$ cat config.mk
export PLATFORM = sky130hd
export DESIGN_NAME = pwm_dual_gen
export DESIGN_NICKNAME = d
export VERILOG_FILES = /design/src/rtl/pwm_dual_pkg.sv /design/src/rtl/pwm_prescale.sv /design/src/rtl/pwm_unit_cnt.sv /design/src/rtl/pwm_dual_gen.sv
export SDC_FILE = /design/constraint.sdc
export NUM_CORES = 1
export LEC_CHECK = 0
export ABC_AREA = 1
export ABC_CLOCK_PERIOD_IN_PS = 2500
export BUFFER_PORTS_ARGS = -buffer_cell sky130_fd_sc_hd__buf_2
export CORE_UTILIZATION = 35
export CTS_BUF_LIST = sky130_fd_sc_hd__clkbuf_8
export CTS_CLUSTER_SIZE = 40
export DETAILED_ROUTE_END_ITERATION = 10
export GPL_ROUTABILITY_DRIVEN = 0
export PLACE_DENSITY = 0.57
export SYNTH_ARGS = -nofsm -noshare
export SYNTH_HDL_FRONTEND = slang
export SYNTH_HIERARCHICAL = 1
export SYNTH_SLANG_ARGS = --single-unit
$ cat constraint.sdc
create_clock -name clk -period 2.5 [get_ports clk]
set_input_delay 0.375 -clock clk [delete_from_list [all_inputs] [get_ports clk]]
set_output_delay 0.375 -clock clk [all_outputs]
set_load 0.005 [all_outputs]
$ cat src/rtl/pwm_dual_pkg.sv
package pwm_dual_pkg;

  typedef enum logic {
    MODE_WIDE  = 1'b0,
    MODE_SPLIT = 1'b1
  } pwm_mode_e;

endpackage

$ cat src/rtl/pwm_prescale.sv
module pwm_prescale #(
  parameter int HALF_W = 8
) (
  input  logic              clk,
  input  logic              rst_n,
  input  logic              clr_i,
  input  logic              tick_i,
  input  logic              split_i,
  input  logic [HALF_W-1:0] limit_i,
  output logic              step_o,
  output logic [HALF_W-1:0] pre_o
);

  logic [HALF_W-1:0] pre_q, pre_d;
  logic              at_lim;

  assign at_lim = (pre_q == limit_i);
  assign step_o = tick_i & (~split_i | at_lim);
  assign pre_o  = pre_q;

  always_comb begin
    pre_d = pre_q;
    if (clr_i) begin
      pre_d = '0;
    end else if (tick_i && split_i) begin
      pre_d = at_lim ? '0 : pre_q + 1'b1;
    end
  end

  always_ff @(posedge clk or negedge rst_n) begin
    if (!rst_n) begin
      pre_q <= '0;
    end else begin
      pre_q <= pre_d;
    end
  end


  pre_bound_chk: assert property (@(posedge clk) disable iff (!rst_n)
    split_i |-> (pre_q <= limit_i));

endmodule

$ cat src/rtl/pwm_unit_cnt.sv
module pwm_unit_cnt #(
  parameter int CNT_W  = 16,
  parameter int HALF_W = CNT_W / 2
) (
  input  logic             clk,
  input  logic             rst_n,
  input  logic             clr_i,
  input  logic             step_i,
  input  logic             split_i,
  output logic [CNT_W-1:0] cnt_o,
  output logic             wrap_o
);

  localparam logic [CNT_W-1:0] TERM_WIDE  = {{(CNT_W-1){1'b1}}, 1'b0};
  localparam logic [CNT_W-1:0] TERM_SPLIT = {{(CNT_W-HALF_W){1'b0}}, {(HALF_W-1){1'b1}}, 1'b0};

  logic [CNT_W-1:0] cnt_q, cnt_d, term;

  assign term   = split_i ? TERM_SPLIT : TERM_WIDE;
  assign wrap_o = step_i & (cnt_q == term);
  assign cnt_o  = cnt_q;

  always_comb begin
    cnt_d = cnt_q;
    if (clr_i) begin
      cnt_d = '0;
    end else if (step_i) begin
      cnt_d = (cnt_q == term) ? '0 : cnt_q + 1'b1;
    end
  end

  always_ff @(posedge clk or negedge rst_n) begin
    if (!rst_n) begin
      cnt_q <= '0;
    end else begin
      cnt_q <= cnt_d;
    end
  end


  cnt_split_bound_chk: assert property (@(posedge clk) disable iff (!rst_n)
    split_i |-> (cnt_q <= TERM_SPLIT));


  cnt_wide_bound_chk: assert property (@(posedge clk) disable iff (!rst_n)
    !(&cnt_q));

endmodule

$ cat src/rtl/pwm_dual_gen.sv
module pwm_dual_gen
  import pwm_dual_pkg::*;
#(
  parameter int CNT_W = 16
) (
  input  logic             clk,
  input  logic             rst_n,
  input  logic             tick_i,
  input  logic             en_i,
  input  logic             split_i,
  input  logic [CNT_W-1:0] setting_i,
  output logic             pwm_o,
  output logic             irq_o
);

  localparam int HALF_W = CNT_W / 2;

  // reset: asserted at once, released through two flops
  logic [1:0] rst_sync_q;
  logic       rst_core_n;

  always_ff @(posedge clk or negedge rst_n) begin
    if (!rst_n) begin
      rst_sync_q <= 2'b00;
    end else begin
      rst_sync_q <= {rst_sync_q[0], 1'b1};
    end
  end
  assign rst_core_n = rst_sync_q[1];

  // state
  logic             run_q, run_d;
  logic             irq_q, irq_d;
  pwm_mode_e        mode_q, mode_d;
  logic [CNT_W-1:0] val_q, val_d;

  logic              split_act, clr, cnt_tick, step, wrap, load, duty_nz;
  logic [CNT_W-1:0]  cnt, duty_eff;
  logic [HALF_W-1:0] pre;

  assign split_act = (mode_q == MODE_SPLIT);
  assign clr       = ~run_q;
  assign cnt_tick  = tick_i & run_q;
  assign load      = ~run_q | wrap;

  always_comb begin
    if (split_act) begin
      duty_eff = {{(CNT_W-HALF_W){1'b0}}, val_q[CNT_W-1:HALF_W]};
    end else begin
      duty_eff = val_q;
    end
  end
  assign duty_nz = |duty_eff;

  pwm_prescale #(.HALF_W(HALF_W)) u_pre (
    .clk     (clk),
    .rst_n   (rst_core_n),
    .clr_i   (clr),
    .tick_i  (cnt_tick),
    .split_i (split_act),
    .limit_i (val_q[HALF_W-1:0]),
    .step_o  (step),
    .pre_o   (pre)
  );

  pwm_unit_cnt #(.CNT_W(CNT_W), .HALF_W(HALF_W)) u_cnt (
    .clk     (clk),
    .rst_n   (rst_core_n),
    .clr_i   (clr),
    .step_i  (step),
    .split_i (split_act),
    .cnt_o   (cnt),
    .wrap_o  (wrap)
  );

  // next state
  always_comb begin
    run_d  = en_i;
    irq_d  = en_i & wrap & duty_nz;
    mode_d = split_i ? MODE_SPLIT : MODE_WIDE;
    val_d  = setting_i;
  end

  // registers
  always_ff @(posedge clk or negedge rst_core_n) begin
    if (!rst_core_n) begin
      run_q  <= 1'b0;
      irq_q  <= 1'b0;
      mode_q <= MODE_WIDE;
      val_q  <= '0;
    end else begin
      run_q <= run_d;
      irq_q <= irq_d;
      if (load) begin
        mode_q <= mode_d;
        val_q  <= val_d;
      end
    end
  end

  assign pwm_o = run_q & (cnt < duty_eff);
  assign irq_o = irq_q;


  irq_single_chk: assert property (@(posedge clk) disable iff (!rst_core_n)
    irq_q |=> !irq_q);


  en_off_chk: assert property (@(posedge clk) disable iff (!rst_core_n)
    !en_i |=> (!pwm_o && !irq_o));


  rise_at_start_chk: assert property (@(posedge clk) disable iff (!rst_core_n)
    $rose(pwm_o) |-> (cnt == '0 && pre == '0));


  cfg_hold_chk: assert property (@(posedge clk) disable iff (!rst_core_n)
    (run_q && cnt != '0) |-> ($stable(val_q) && $stable(mode_q)));


  irq_nonzero_chk: assert property (@(posedge clk) disable iff (!rst_core_n)
    (run_q && !duty_nz && !wrap) |=> !irq_o);

endmodule

======== Word level (Yosys, flattened, before mapping) ========
Index checks and enable logic that the tools add are counted.
word-level totals
  output and inout port bits .............. 2
  input bits .............................. 21
  logic and storage cells ................. 35
  flip-flop bits (word level) ............. 45
cells by class
  reductions and logical operators ........ 2
  order comparisons ....................... 1
  equality and inequality tests ........... 4
  add/sub/neg operators ................... 2
  bitwise logic cells ..................... 10
  multiplexer cells ....................... 9
operator list
  kind                     count
  $mux W16                 5
  $mux W8                  3
  $add A16 B1 Y16 const B  1
  $eq A16 B16 Y1           1
  $lt A16 B16 Y1           1
  $reduce_or A16 Y1        1
  $add A8 B1 Y8 const B    1
  $eq A8 B8 Y1             1
  $and A1 B1 Y1            6
  $ne A2 B1 Y1 const B     2
  $not A1 Y1               2
  $or A1 B1 Y1             2
  $logic_and A1 B1 Y1      1
  $mux W1                  1

======== Longest topological paths before layout ========
Gate-level depths: netlist of the first run.
  word-level depth ........................ 6
  mapped depth ............................ 14
  gate-level depth less buffers ........... 13

======== Modules after synthesis ========
The synthesis of the first run kept the hierarchy.
by module, submodules not included
  module        area each (um2)  instances  sequential area each (um2)  cells each
  pwm_dual_gen  1292.5           1          525.5                       152
  pwm_unit_cnt  1156.1           1          400.4                       163
  pwm_prescale  624.3            1          200.2                       85

======== Worst setup path before layout of the first run ========
OpenSTA, ideal clock, no wires.
  kind .................................... register -> register
  start point ............................. register u_pre.pre_q[2], in the netlist u_pre/pre_o[2]
  end point ............................... register val_q[1]
  setup time .............................. 0.125 ns
  arrival time ............................ 1.967 ns
  path buffers ............................ 1
  cell stages (with the launch flop) ...... 11
  slack ................................... 0.408 ns
  clock period less this slack ............ 2.092 ns
  required time ........................... 2.375 ns
  cells stage by stage .................... dfrtp_1 > xnor2_1 > nand2_1 > nor2_2 > nand2_4 > a21boi_1 > inv_1 > nor3_1 > or2_1 > buf_6 > mux2_2
between the ends
  word-level cells in the longest chain between the ends .. 5
RTL lines
  element                 line                text
  start, declared         pwm_prescale.sv:14  logic [HALF_W-1:0] pre_q, pre_d;
  start signal, assigned  pwm_prescale.sv:34  pre_q <= pre_d;
  $eq A8 B8 Y1            pwm_prescale.sv:17  assign at_lim = (pre_q == limit_i);
  $or A1 B1 Y1            pwm_prescale.sv:18  assign step_o = tick_i & (~split_i | at_lim);
  $and A1 B1 Y1           pwm_prescale.sv:18
  net step                pwm_dual_gen.sv:37  logic split_act, clr, cnt_tick, step, wrap, load, duty_nz;
  $and A1 B1 Y1           pwm_unit_cnt.sv:20  assign wrap_o = step_i & (cnt_q == term);
  net wrap                pwm_dual_gen.sv:37
  $or A1 B1 Y1            pwm_dual_gen.sv:44  assign load = ~run_q | wrap;
  end signal, assigned    pwm_dual_gen.sv:96  val_q <= val_d;
  end, declared           pwm_dual_gen.sv:35  logic [CNT_W-1:0] val_q, val_d;
The timed path passes the listed nets, and every way through them passes these cells.
A chain may end at the register's enable or synchronous reset.

======== Worst setup path after layout of the first run ========
  start point ............................. register mode_q
  end point ............................... output pwm_o
between the ends
  word-level cells in the longest chain between the ends .. 3
RTL lines
  element                 line                 text
  start, declared         pwm_dual_gen.sv:34   pwm_mode_e mode_q, mode_d;
  start signal, assigned  pwm_dual_gen.sv:95   mode_q <= mode_d;
  $mux W16                pwm_dual_gen.sv:47   if (split_act) begin
  $lt A16 B16 Y1          pwm_dual_gen.sv:101  assign pwm_o = run_q & (cnt < duty_eff);
  $and A1 B1 Y1           pwm_dual_gen.sv:101
  end, declared           pwm_dual_gen.sv:12   output logic pwm_o,
Every way passes these cells.

==> results of run 1 <==
[flip-flops by register name, summed over array words and instances (netlist names)]
signal / flops
u_pre/pre_o: 8
irq_o: 1
val_q: 16
rst_sync_q: 2
mode_q: 1
u_cnt/cnt_o: 16
run_q: 1
[path summary, 6_finish.rpt]
path	from	endpoint
hold reg to reg	rst_sync_q[0]$_DFF_PN0_	rst_sync_q[1]$_DFF_PN0_
max in group asynchronous	rst_sync_q[1]$_DFF_PN0_	mode_q$_DFFE_PN0P_
min in group asynchronous	rst_n	rst_sync_q[1]$_DFF_PN0_
setup / recovery	mode_q$_DFFE_PN0P_	pwm_o
setup reg to reg	val_q[5]$_DFFE_PN0P_	val_q[6]$_DFFE_PN0P_
hold / removal	en_i	run_q$_DFF_PN0_
[metal layers]
metal / up-vias / wire (um) / global-route usage (%)
li1: 1357 / - / -
met1: 1209 / 3766 / 24.24
met2: 47 / 3166 / 26.73
met3: 9 / 212 / 2.449
met4: 0 / 112 / 5.473
met5: - / 0 / 0
[cells in the mapped netlist, types with 4 or more instances]
master,count
o21ai_1,16
xor2_1,9
a21oi_1,14
nand3_1,26
nor2_4,4
a21oi_2,4
nand2_4,4
o21ai_0,11
mux2_2,7
inv_2,5
nand4_1,8
nor2_1,25
nor3_1,5
nor2_2,7
xnor2_1,5
inv_1,43
nand2_2,7
dfrtp_1,45
ha_1,18
nand2_1,116
[layout make-up]
class | instances | share of cell area, %
Clock buffer | 5 | 1.978
Clock inverter | 2 | 1.007
Inverter | 49 | 5.396
Multi-Input combinational cell | 300 | 49.78
Sequential cell | 45 | 32.45
Tap cell | 105 | 3.777
Timing Repair Buffer | 32 | 5.611
[worst reg2reg max path: cells and delay by family, from the launching register on]
kind / cells / cell delay (ns)
simple gates: 7 / 0.95
flops: 1 / 0.44
mux: 1 / 0.35
compound gates: 1 / 0.20
buf+inv: 2 / 0.18
[logic make-up after synthesis]
| logic type | Yosys count | synth area share [%] |
|---|---|---|
| flip-flops | 45 | 36.64 |
| AO/OA/AOI/OAI | 53 | 9.854 |
| other | 1 | 0.1220 |
| AND/OR/NAND/NOR | 207 | 31.56 |
| adder cells (fa/ha/maj) | 18 | 7.329 |
| XOR/XNOR | 14 | 3.990 |
| multiplexers | 7 | 2.565 |
| buffers and inverters | 55 | 7.939 |
[report_power, final]
part           total, mW  internal, mW  switching [mW]
Combinational      0.256         0.105           0.151
Clock              0.541         0.291           0.250
Sequential         0.802         0.758          0.0433
[timing repair]
action | in CTS | in global routing
gates resized for setup | 3 | 14
hold endpoints to repair | 2 | 0
setup buffers | 1 | 2
hold buffers | 1 | 0
setup endpoints to repair | 3 | 8
pin swaps | 0 | 4
==> qor.csv, run 1 <==
stage,metric,value,unit
cts,Bufs on Longest Clock Path,2,
timing,RSZ-0062 raised after global routing,true,
die,Starting Density,36.84,%
grt,first-pass GRT wire length,11910,um
critical_path,Critical Path End Type,output port,
critical_path,Setup CP Type,register to output port,
yosys,ys async rst share,100.0,%
final_layout,Layout Cells excl Fill,538,
timing,Max Fclk,409.1,MHz
timing,worst slew pin tran,0.9656,ns
min_path,HP Class,primary input to register,
yosys,"top cells by area, synth","dfrtp_1, nand2_1, ha_1",
yosys,"Seq/Total Area, Yosys",36.64,%
critical_path,"Req. time, crit path",2.12,ns
cts,H-tree levels,2,
critical_path,cell depth of the worst setup path,10,
final_layout,Filler Cells Inserted,863,
yosys,mapped cell area,3073,um^2
placed_design,post-detail-place hpwl,5584,um
critical_path,"Cell Chain, Critical Path","buf_6, nand2_2, o21ai_2, ha_1, a21oi_2, nor2_1, a211oi_1, nand2_1, a21oi_1, buf_2",
placed_design,Buffers on Ports,22,
final_layout,"Net count, final",472,
critical_path,FF-to-FF setup slack,0.26,ns
grt,GRT Total Usage,17.10,%
yosys,#FFs+latches synth,45,
final_layout,Multi-input gate area,1732,um^2
yosys,Mapped Nets,439,
routing,Vias/cell,4.874,
yosys,Post-Syn Instances,400,
critical_path,Critical Path Start Type,register,
timing,Final Critical Period,2.444,ns
min_path,Hold Path Cell Cnt,1,
cts,clock-pin transition on the worst setup and hold timing paths,0.08,ns
timing,Hold Fails Final Rpt,0,
critical_path,Worst path max stage delay,0.46,ns
timing,Tcrit/Tclk final,97.78,%
timing,setup TNS,0,ns
placed_design,placed cells,527,
placed_design,pre-CTS setup slack,0.01851,ns
final_layout,most frequent cells in the layout,"nand2_1, inv_1, dfrtp_1, nand3_1, nor2_1",
cts,Worst-Skew Late Latency,0.30,ns
run,max cap viols,0,
critical_path,crit path DAT,2.07,ns
cts,clock root cell,clkbuf_8,
yosys,Synth Flop Type,dfrtp_1,
yosys,synth unique cells,36,
power_and_ir_drop,Worst IR Drop VDD,0.1720,mV
grt,initial antenna violation count,0,
routing,TritonRoute pass-1 iters,4,
die,standard-cell rows,33,
critical_path,largest fanout on the critical path,6,
grt,vias in the first global route,2427,
yosys,syn_area_per_cell,7.682,um^2
timing,clk_skew,0.009787,ns
timing,setup violators final,0,
final_layout,Layout Utilization,41.70,%
cts,CTS tree,done,
critical_path,Crit path buffers/inverters,2,
power_and_ir_drop,Total Power,1.598,mW
routing,DRC violations left,0,
placed_design,DP Area,3302,um^2
power_and_ir_drop,Cell Pwr Density,459.6,nW/um^2
die,Core Region,8341,um^2
critical_path,Worst path top cell family by delay,compound AO/OA/AOI/OAI gates,
timing,Slew Limit Fails,0,
grt,largest net degree at the start of global routing,44,
power_and_ir_drop,LEAKAGE,1.651,nW
grt,grt ovf,0,
cts,Clock Sinks,45,
yosys,share of the synthesized area in the top cell type,36.64,%
timing,Hold WS,0.2148,ns
cts,CTS Buf Count,5,
final_layout,final instance area,3478,um^2
critical_path,reg2reg path depth,11,
run_status,status,"complete, no violations",
timing,slack of the critical path,0.05562,ns
yosys,cell taking the most area after synthesis,dfrtp_1,
die,chip height,95.70,um
final_layout,sequential standard cell area,1129,um^2
final_layout,layout cell share with drive strength beyond 1,21.71,%
die,Die Footprint,9158,um^2
final_layout,"commonest non-fill, non-tap cell in the layout",nand2_1,
yosys,yosys synthesis warning count,6,
routing,initial drt markers,177,
routing,routed via count,2622,
critical_path,critical path's slowest cell,dfrtp_2,
yosys,number of flops mapped to enable cells by yosys,0,
die,I/O Pins,23,
timing,Slew headroom,35.63,%
final_layout,antenna diode count,0,
final_layout,Synth-to-Final Area Change,13.19,%
routing,per-cell routed wire length,13.49,um
routing,post-route ant nets,0,
routing,Post-Route WL,7257,um
die,Chip Width,95.70,um
No activity file was read; power rests on OpenSTA's default activity.
==> run 2: changes to the inputs <==
--- a/config.mk
+++ b/config.mk
@@ -7,7 +7,7 @@
 export LEC_CHECK = 0
 export ABC_AREA = 1
 export ABC_CLOCK_PERIOD_IN_PS = 2500
-export BUFFER_PORTS_ARGS = -buffer_cell sky130_fd_sc_hd__buf_2
+export BUFFER_PORTS_ARGS = -buffer_cell sky130_fd_sc_hd__buf_4
 export CORE_UTILIZATION = 35
 export CTS_BUF_LIST = sky130_fd_sc_hd__clkbuf_8
 export CTS_CLUSTER_SIZE = 40
==> run 2 against run 1 <==
Against the previous run: maximum frequency is 0.83% higher; final cell count is 0.93% higher; sequential cell count stayed put; worst hold slack worse by 0.021 ns; setup slack better by 0.020 ns; via count is 2.5% higher; register-to-register slack better by 0.02 ns; total power is 6.3% higher; sequential share of layout area is 2.0 points lower; critical path type unchanged; highest routed layer unchanged.
==> qor.csv, run 2 (synthesized netlist as in run 1, its figures left out) <==
stage,metric,value,unit,change
run_status,status,"complete, no violations",,unchanged
critical_path,Setup CP Type,register to output port,,unchanged
placed_design,Buffers on Ports,22,,unchanged
grt,GRT Total Usage,16.63,%,was 17.10%
routing,Vias/cell,4.950,,was 4.874
cts,CTS tree,done,,unchanged
timing,setup violators final,0,,unchanged
critical_path,CP Launch Point,mode_q$_DFFE_PN0P_,,unchanged
routing,initial drt markers,86,,was 177
power_and_ir_drop,Total Power,1.699,mW,was 1.598 mW
die,standard-cell rows,33,,unchanged
die,Core Region,8341,um^2,unchanged
routing,post-route ant nets,0,,unchanged
critical_path,Critical Path Sink,pwm_o,,unchanged
grt,vias in the first global route,2460,,was 2427
timing,Slew Limit Fails,0,,unchanged
timing,Max Fclk,412.5,MHz,was 409.1 MHz
critical_path,Critical Path End Type,output port,,unchanged
min_path,HP Class,primary input to register,,unchanged
final_layout,Layout Utilization,44.43,%,was 41.70%
cts,H-tree levels,2,,unchanged
final_layout,"commonest non-fill, non-tap cell in the layout",nand2_1,,unchanged
critical_path,largest fanout on the critical path,7,,was 6
critical_path,"Req. time, crit path",2.12,ns,about the same
critical_path,RR Endpoint,val_q[3]$_DFFE_PN0P_,,was val_q[6]$_DFFE_PN0P_
die,I/O Pins,23,,unchanged
cts,Clock Sinks,45,,unchanged
min_path,Hold Path Cell Cnt,1,,unchanged
grt,initial antenna violation count,0,,unchanged
critical_path,crit path DAT,2.05,ns,was 2.07 ns
die,chip height,95.70,um,unchanged
routing,per-cell routed wire length,13.24,um,was 13.49 um
cts,Worst-Skew Late Latency,0.30,ns,about the same
run,max cap viols,0,,unchanged
timing,RSZ-0062 raised after global routing,true,,unchanged
cts,Bufs on Longest Clock Path,2,,unchanged
timing,Tcrit/Tclk final,96.97,%,was 97.78%
critical_path,Worst R2R Start,mode_q$_DFFE_PN0P_,,was val_q[5]$_DFFE_PN0P_
critical_path,critical path's slowest cell,dfrtp_2,,unchanged
timing,Final Critical Period,2.424,ns,was 2.444 ns
timing,clk_skew,0.01205,ns,was 0.009787 ns
power_and_ir_drop,Cell Pwr Density,458.3,nW/um^2,was 459.6 nW/um^2
power_and_ir_drop,Worst IR Drop VDD,0.3076,mV,was 0.1720 mV
routing,Post-Route WL,7190,um,was 7257 um
routing,TritonRoute pass-1 iters,4,,unchanged
cts,clock root cell,clkbuf_8,,unchanged
critical_path,reg2reg path depth,10,,was 11
cts,CTS Buf Count,5,,unchanged
critical_path,Critical Path Start Type,register,,unchanged
timing,setup TNS,0,ns,unchanged
grt,largest net degree at the start of global routing,44,,unchanged
final_layout,most frequent cells in the layout,"nand2_1, inv_1, dfrtp_1, buf_4, nand3_1",,"was nand2_1, inv_1, dfrtp_1, nand3_1, nor2_1"
final_layout,antenna diode count,0,,unchanged
final_layout,"Net count, final",476,,was 472
min_path,HP Start,en_i,,unchanged
timing,Slew headroom,33.00,%,was 35.63%
power_and_ir_drop,LEAKAGE,1.712,nW,was 1.651 nW
critical_path,"Cell Chain, Critical Path","nand2_2, o21ai_2, ha_1, a21oi_1, nor2_1, a211oi_1, nand2_1, a21oi_2, buf_4",,"was buf_6, nand2_2, o21ai_2, ha_1, a21oi_2, nor2_1, a211oi_1, nand2_1, a21oi_1, buf_2"
routing,routed via count,2688,,was 2622
timing,Hold Fails Final Rpt,0,,unchanged
final_layout,Synth-to-Final Area Change,20.60,%,was 13.19%
final_layout,Filler Cells Inserted,828,,was 863
placed_design,post-detail-place hpwl,5565,um,was 5584 um
timing,worst slew pin tran,1.005,ns,was 0.9656 ns
grt,grt ovf,0,,unchanged
routing,DRC violations left,0,,unchanged
cts,clock-pin transition on the worst setup and hold timing paths,0.10,ns,was 0.08 ns
die,Starting Density,36.84,%,unchanged
critical_path,Worst path max stage delay,0.50,ns,was 0.46 ns
grt,first-pass GRT wire length,11720,um,was 11910 um
die,Chip Width,95.70,um,unchanged
die,Die Footprint,9158,um^2,unchanged
final_layout,layout cell share with drive strength beyond 1,25.57,%,was 21.71%
critical_path,FF-to-FF setup slack,0.28,ns,was 0.26 ns
[run 2: cell count changes in the layout (fill, tap and decap cells not counted), moves of 3 or more]
cell / before / now
nand2_1: 114 / 109
buf_4: 7 / 31
buf_2: 22 / 0
ha_4: 0 / 5
ha_1: 17 / 12
nand2_4: 4 / 7
[run 2: power by group]
part | leakage, nW | internal [mW] | total (mW) | switching, mW
combinational | 1.07 | 0.135 | 0.299 | 0.163
sequential | 0.585 | 0.758 | 0.807 | 0.0488
clock | 0.0574 | 0.326 | 0.593 | 0.267
total | 1.71 | 1.22 | 1.70 | 0.479
[run 2: worst max-delay path: cells and delay by family, from the launching register on]
family                     cells  cell delay, ns
buffers and inverters          1            0.12
adders and majority gates      1            0.31
and+or+nand+nor                3            0.27
DFF                            1            0.50
AOI/OAI and AO/OA              4            0.55
[run 2: final cells by class]
type / count / area, um^2 / share of cell area, %
multi-input combinational: 300 / 1848 / 49.86
clock inverter: 2 / 37.54 / 1.013
clock buffer: 6 / 82.58 / 2.228
tap: 105 / 131.4 / 3.545
sequential: 45 / 1129 / 30.45
timing repair buffer: 36 / 287.8 / 7.765
inverter: 49 / 190.2 / 5.132
[run 2: worst min-delay path by stage]
stage,end,slack (ns)
floorplan,rst_sync_q[0]$_DFF_PN0_,0.08
global placement,rst_sync_q[0]$_DFF_PN0_,0.16
detailed placement,rst_sync_q[0]$_DFF_PN0_,0.16
CTS,run_q$_DFF_PN0_,0.19
global route,run_q$_DFF_PN0_,0.18
finish,run_q$_DFF_PN0_,0.19
[run 2: per-stage QoR]
step	instances	hold WS (ns)	cell area [um^2]	worst slack (ns)
after detailed placement	527	0.1592	3357	0.08701
after global placement	527	0.1583	3357	0.1839
after global routing	543	0.1839	3706	-0.02732
after CTS	538	0.1926	3510	0.01820
final	543	0.1937	3706	0.07572
after floorplan	400	0.07941	3073	0.4080
[run 2: timing repair]
action                     in CTS  in global routing
pin swaps                       0                 11
hold buffers                    1                  0
gates resized for setup         5                 32
hold endpoints to repair        2                  0
setup endpoints to repair       1                 18
buffers inserted                2                  5
[run 2: layer usage]
metal	global-route usage [%]	part of all wire, %	wire length (um)	up-vias
met5	0	0	0	-
met4	4.726	1.5	105	0
met3	2.212	3.0	216	6
met2	25.77	44	3163	45
met1	24.12	52	3705	1273
li1	-	-	-	1364
==> run 3: changes to the inputs <==
--- a/config.mk
+++ b/config.mk
@@ -6,14 +6,13 @@
 export NUM_CORES = 1
 export LEC_CHECK = 0
 export ABC_AREA = 1
-export ABC_CLOCK_PERIOD_IN_PS = 2500
+export ABC_CLOCK_PERIOD_IN_PS = 2460
 export BUFFER_PORTS_ARGS = -buffer_cell sky130_fd_sc_hd__buf_4
 export CORE_UTILIZATION = 35
-export CTS_BUF_LIST = sky130_fd_sc_hd__clkbuf_8
 export CTS_CLUSTER_SIZE = 40
 export DETAILED_ROUTE_END_ITERATION = 10
 export GPL_ROUTABILITY_DRIVEN = 0
-export PLACE_DENSITY = 0.57
+export PLACE_DENSITY = 0.51
 export SYNTH_ARGS = -nofsm -noshare
 export SYNTH_HDL_FRONTEND = slang
 export SYNTH_HIERARCHICAL = 1
==> constraint.sdc (replaced) <==
create_clock -name clk -period 2.46 [get_ports clk]
set_input_delay 0.369 -clock clk [delete_from_list [all_inputs] [get_ports clk]]
set_output_delay 0.369 -clock clk [all_outputs]
set_load 0.005 [all_outputs]
==> run 3 against run 2 <==
Against the previous run: final cell count is 0.37% lower; clock power is 20% lower; global-route usage is 1.0 points higher; total power is 7.5% lower; highest routed layer unchanged; clock skew is 0.0013 ns lower; first-iteration DRC count is 16% higher; worst hold slack worse by 0.064 ns; cell area is 2.7% lower; register-to-register slack worse by 0.06 ns; die area stayed put; non-clock buffer count is 2 lower; combinational power is 3% lower.
==> qor.csv, run 3 (synthesized netlist as in run 1, its figures left out) <==
stage,metric,value,unit,change
timing,setup violators final,0,,unchanged
die,Core Region,8341,um^2,unchanged
routing,Vias/cell,4.915,,was 4.950
critical_path,largest fanout on the critical path,8,,was 7
power_and_ir_drop,Reg power frac,51.3,%,was 47.5%
routing,routed via count,2659,,was 2688
power_and_ir_drop,power share of the clock group,30.3,%,was 34.9%
cts,Clock Sinks,45,,unchanged
grt,largest net degree at the start of global routing,33,,was 44
timing,Hold WS,0.1298,ns,was 0.1937 ns
power_and_ir_drop,Switching Share,30.41,%,was 28.22%
final_layout,sequential standard cell area,1129,um^2,unchanged
run_status,status,"complete, no violations",,unchanged
cts,H-tree levels,2,,unchanged
final_layout,Filler Cells Inserted,870,,was 828
final_layout,Synth-to-Final Area Change,17.30,%,was 20.60%
routing,initial drt markers,100,,was 86
cts,CTS tree,done,,unchanged
power_and_ir_drop,Worst IR Drop VDD,0.2641,mV,was 0.3076 mV
critical_path,FF-to-FF setup slack,0.22,ns,was 0.28 ns
grt,vias in the first global route,2557,,was 2460
power_and_ir_drop,Cell Pwr Density,435.9,nW/um^2,was 458.3 nW/um^2
final_layout,"Net count, final",474,,was 476
final_layout,Multi-input gate area,1802,um^2,was 1848 um^2
die,I/O Pins,23,,unchanged
grt,initial antenna violation count,0,,unchanged
routing,TritonRoute pass-1 iters,4,,unchanged
routing,DRC violations left,0,,unchanged
critical_path,"Req. time, crit path",2.09,ns,was 2.12 ns
routing,post-route ant nets,0,,unchanged
die,Starting Density,36.84,%,unchanged
critical_path,Critical Path Start Type,register,,unchanged
routing,Post-Route WL,7597,um,was 7190 um
cts,CTS Buf Count,5,,unchanged
grt,first-pass GRT wire length,12260,um,was 11720 um
die,Die Footprint,9158,um^2,unchanged
timing,Final Critical Period,2.415,ns,
min_path,HP Class,register to asynchronous set/reset pin,,was primary input to register
timing,Max Fclk,414.1,MHz,
final_layout,antenna diode count,0,,unchanged
placed_design,Buffers on Ports,22,,unchanged
cts,Bufs on Longest Clock Path,2,,unchanged
grt,grt ovf,0,,unchanged
critical_path,Critical Path End Type,output port,,unchanged
timing,RSZ-0062 raised after global routing,true,,unchanged
die,standard-cell rows,33,,unchanged
final_layout,"commonest non-fill, non-tap cell in the layout",nand2_1,,unchanged
run,max cap viols,0,,unchanged
power_and_ir_drop,Switch Pwr,0.4778,mW,was 0.4794 mW
die,Chip Width,95.70,um,unchanged
placed_design,pre-CTS setup slack,0.01397,ns,was 0.08701 ns
timing,slack of the critical path,0.04490,ns,was 0.07572 ns
grt,GRT Total Usage,17.67,%,was 16.63%
cts,clock root cell,clkbuf_8,,unchanged
placed_design,placed cells,530,,was 527
placed_design,post-detail-place hpwl,5825,um,was 5565 um
timing,Slew Limit Fails,0,,unchanged
timing,clk_skew,0.01073,ns,was 0.01205 ns
die,chip height,95.70,um,unchanged
cts,clock-pin transition on the worst setup and hold timing paths,0.10,ns,about the same
final_layout,layout cell share with drive strength beyond 1,23.85,%,was 25.57%
final_layout,Layout Cells excl Fill,541,,was 543
power_and_ir_drop,LEAKAGE,1.679,nW,was 1.712 nW
critical_path,Setup CP Type,register to output port,,unchanged
power_and_ir_drop,combinational share of power,18.4,%,was 17.6%
final_layout,most frequent cells in the layout,"nand2_1, inv_1, dfrtp_1, buf_4, nand3_1",,unchanged
cts,Worst-Skew Late Latency,0.30,ns,about the same
critical_path,crit path DAT,2.05,ns,about the same
timing,Tcrit/Tclk final,98.17,%,
power_and_ir_drop,Pint,1.094,mW,was 1.219 mW
routing,per-cell routed wire length,14.04,um,was 13.24 um
timing,Hold Fails Final Rpt,0,,unchanged
[run 3: cell count changes in the layout (fill, tap and decap cells not counted), moves of 3 or more]
cell / change
nand2_1: +6
ha_1: +3
nand2_2: -3
nand2_4: -3
[run 3: layer usage]
| layer | track usage (%) | part of all wire, % | up-vias |
|---|---|---|---|
| li1 | - | - | 1364 |
| met1 | 23.68 | 49 | 1251 |
| met2 | 29.05 | 47 | 36 |
| met3 | 3.002 | 3.1 | 8 |
| met4 | 5.473 | 1.6 | 0 |
| met5 | 0 | 0 | - |
[run 3: area by class of cell]
type / count / share of cell area, %
multi-input cells: 300 / 49.98
repair buffers: 34 / 7.359
well taps: 105 / 3.645
clock buffers: 5 / 1.909
flip-flops and latches: 45 / 31.31
clock inverters: 3 / 0.5901
inverters: 49 / 5.207
[run 3: timing repair]
| action | in CTS | in global routing |
|---|---|---|
| pin swaps | 0 | 1 |
| gates cloned | 0 | 0 |
| resized for setup | 5 | 19 |
| setup endpoints to repair | 2 | 2 |
| hold buffers | 1 | 0 |
| endpoints found under the hold margin | 2 | 0 |
| setup buffers | 1 | 1 |
[run 3: power groups by stage]
| stage | logic, mW | clock network, mW | registers, mW |
|---|---|---|---|
| after detailed placement | 0.258 | 0 | 0.820 |
| after floorplan | 0.181 | 0 | 0.815 |
| after global placement | 0.257 | 0 | 0.820 |
| after CTS | 0.268 | 0.509 | 0.805 |
| final | 0.289 | 0.476 | 0.807 |
| after global routing | 0.325 | 0.528 | 0.813 |
[run 3: path summary, 6_finish.rpt]
path | depth (start not counted) | endpoint | startpoint
setup reg to reg | 11 | val_q[4]$_DFFE_PN0P_ | val_q[5]$_DFFE_PN0P_
hold reg to reg | 0 | u_pre/pre_o[5]$_DFFE_PN0P_ | rst_sync_q[1]$_DFF_PN0_
setup / recovery | 8 | pwm_o | mode_q$_DFFE_PN0P_
max in group asynchronous | 1 | mode_q$_DFFE_PN0P_ | rst_sync_q[1]$_DFF_PN0_
hold / removal | 0 | u_pre/pre_o[5]$_DFFE_PN0P_ | rst_sync_q[1]$_DFF_PN0_
min in group clk | 1 | run_q$_DFF_PN0_ | en_i
[run 3: worst max-delay path, cell delays in order, from the launching register on]
cell     delay, ns
dfrtp_2       0.46
buf_4         0.17
inv_4         0.08
nand2_1       0.09
ha_1          0.32
nand4_1       0.13
nor3_1        0.25
a21oi_2       0.10
buf_4         0.14
[run 3: per-stage QoR]
stage | setup TNS [ns] | power (mW) | cell area [um^2] | util (%)
2_1_floorplan | 0 | 0.9952 | 3073 | -
3_3_place_gp | 0 | 1.077 | 3379 | 40.52
3_5_place_dp | 0 | 1.079 | 3379 | 40.52
4_1_cts | 0 | 1.582 | 3497 | 41.93
5_1_grt | -0.08573 | 1.666 | 3605 | 43.22
6_report | 0 | 1.571 | 3605 | 43.22
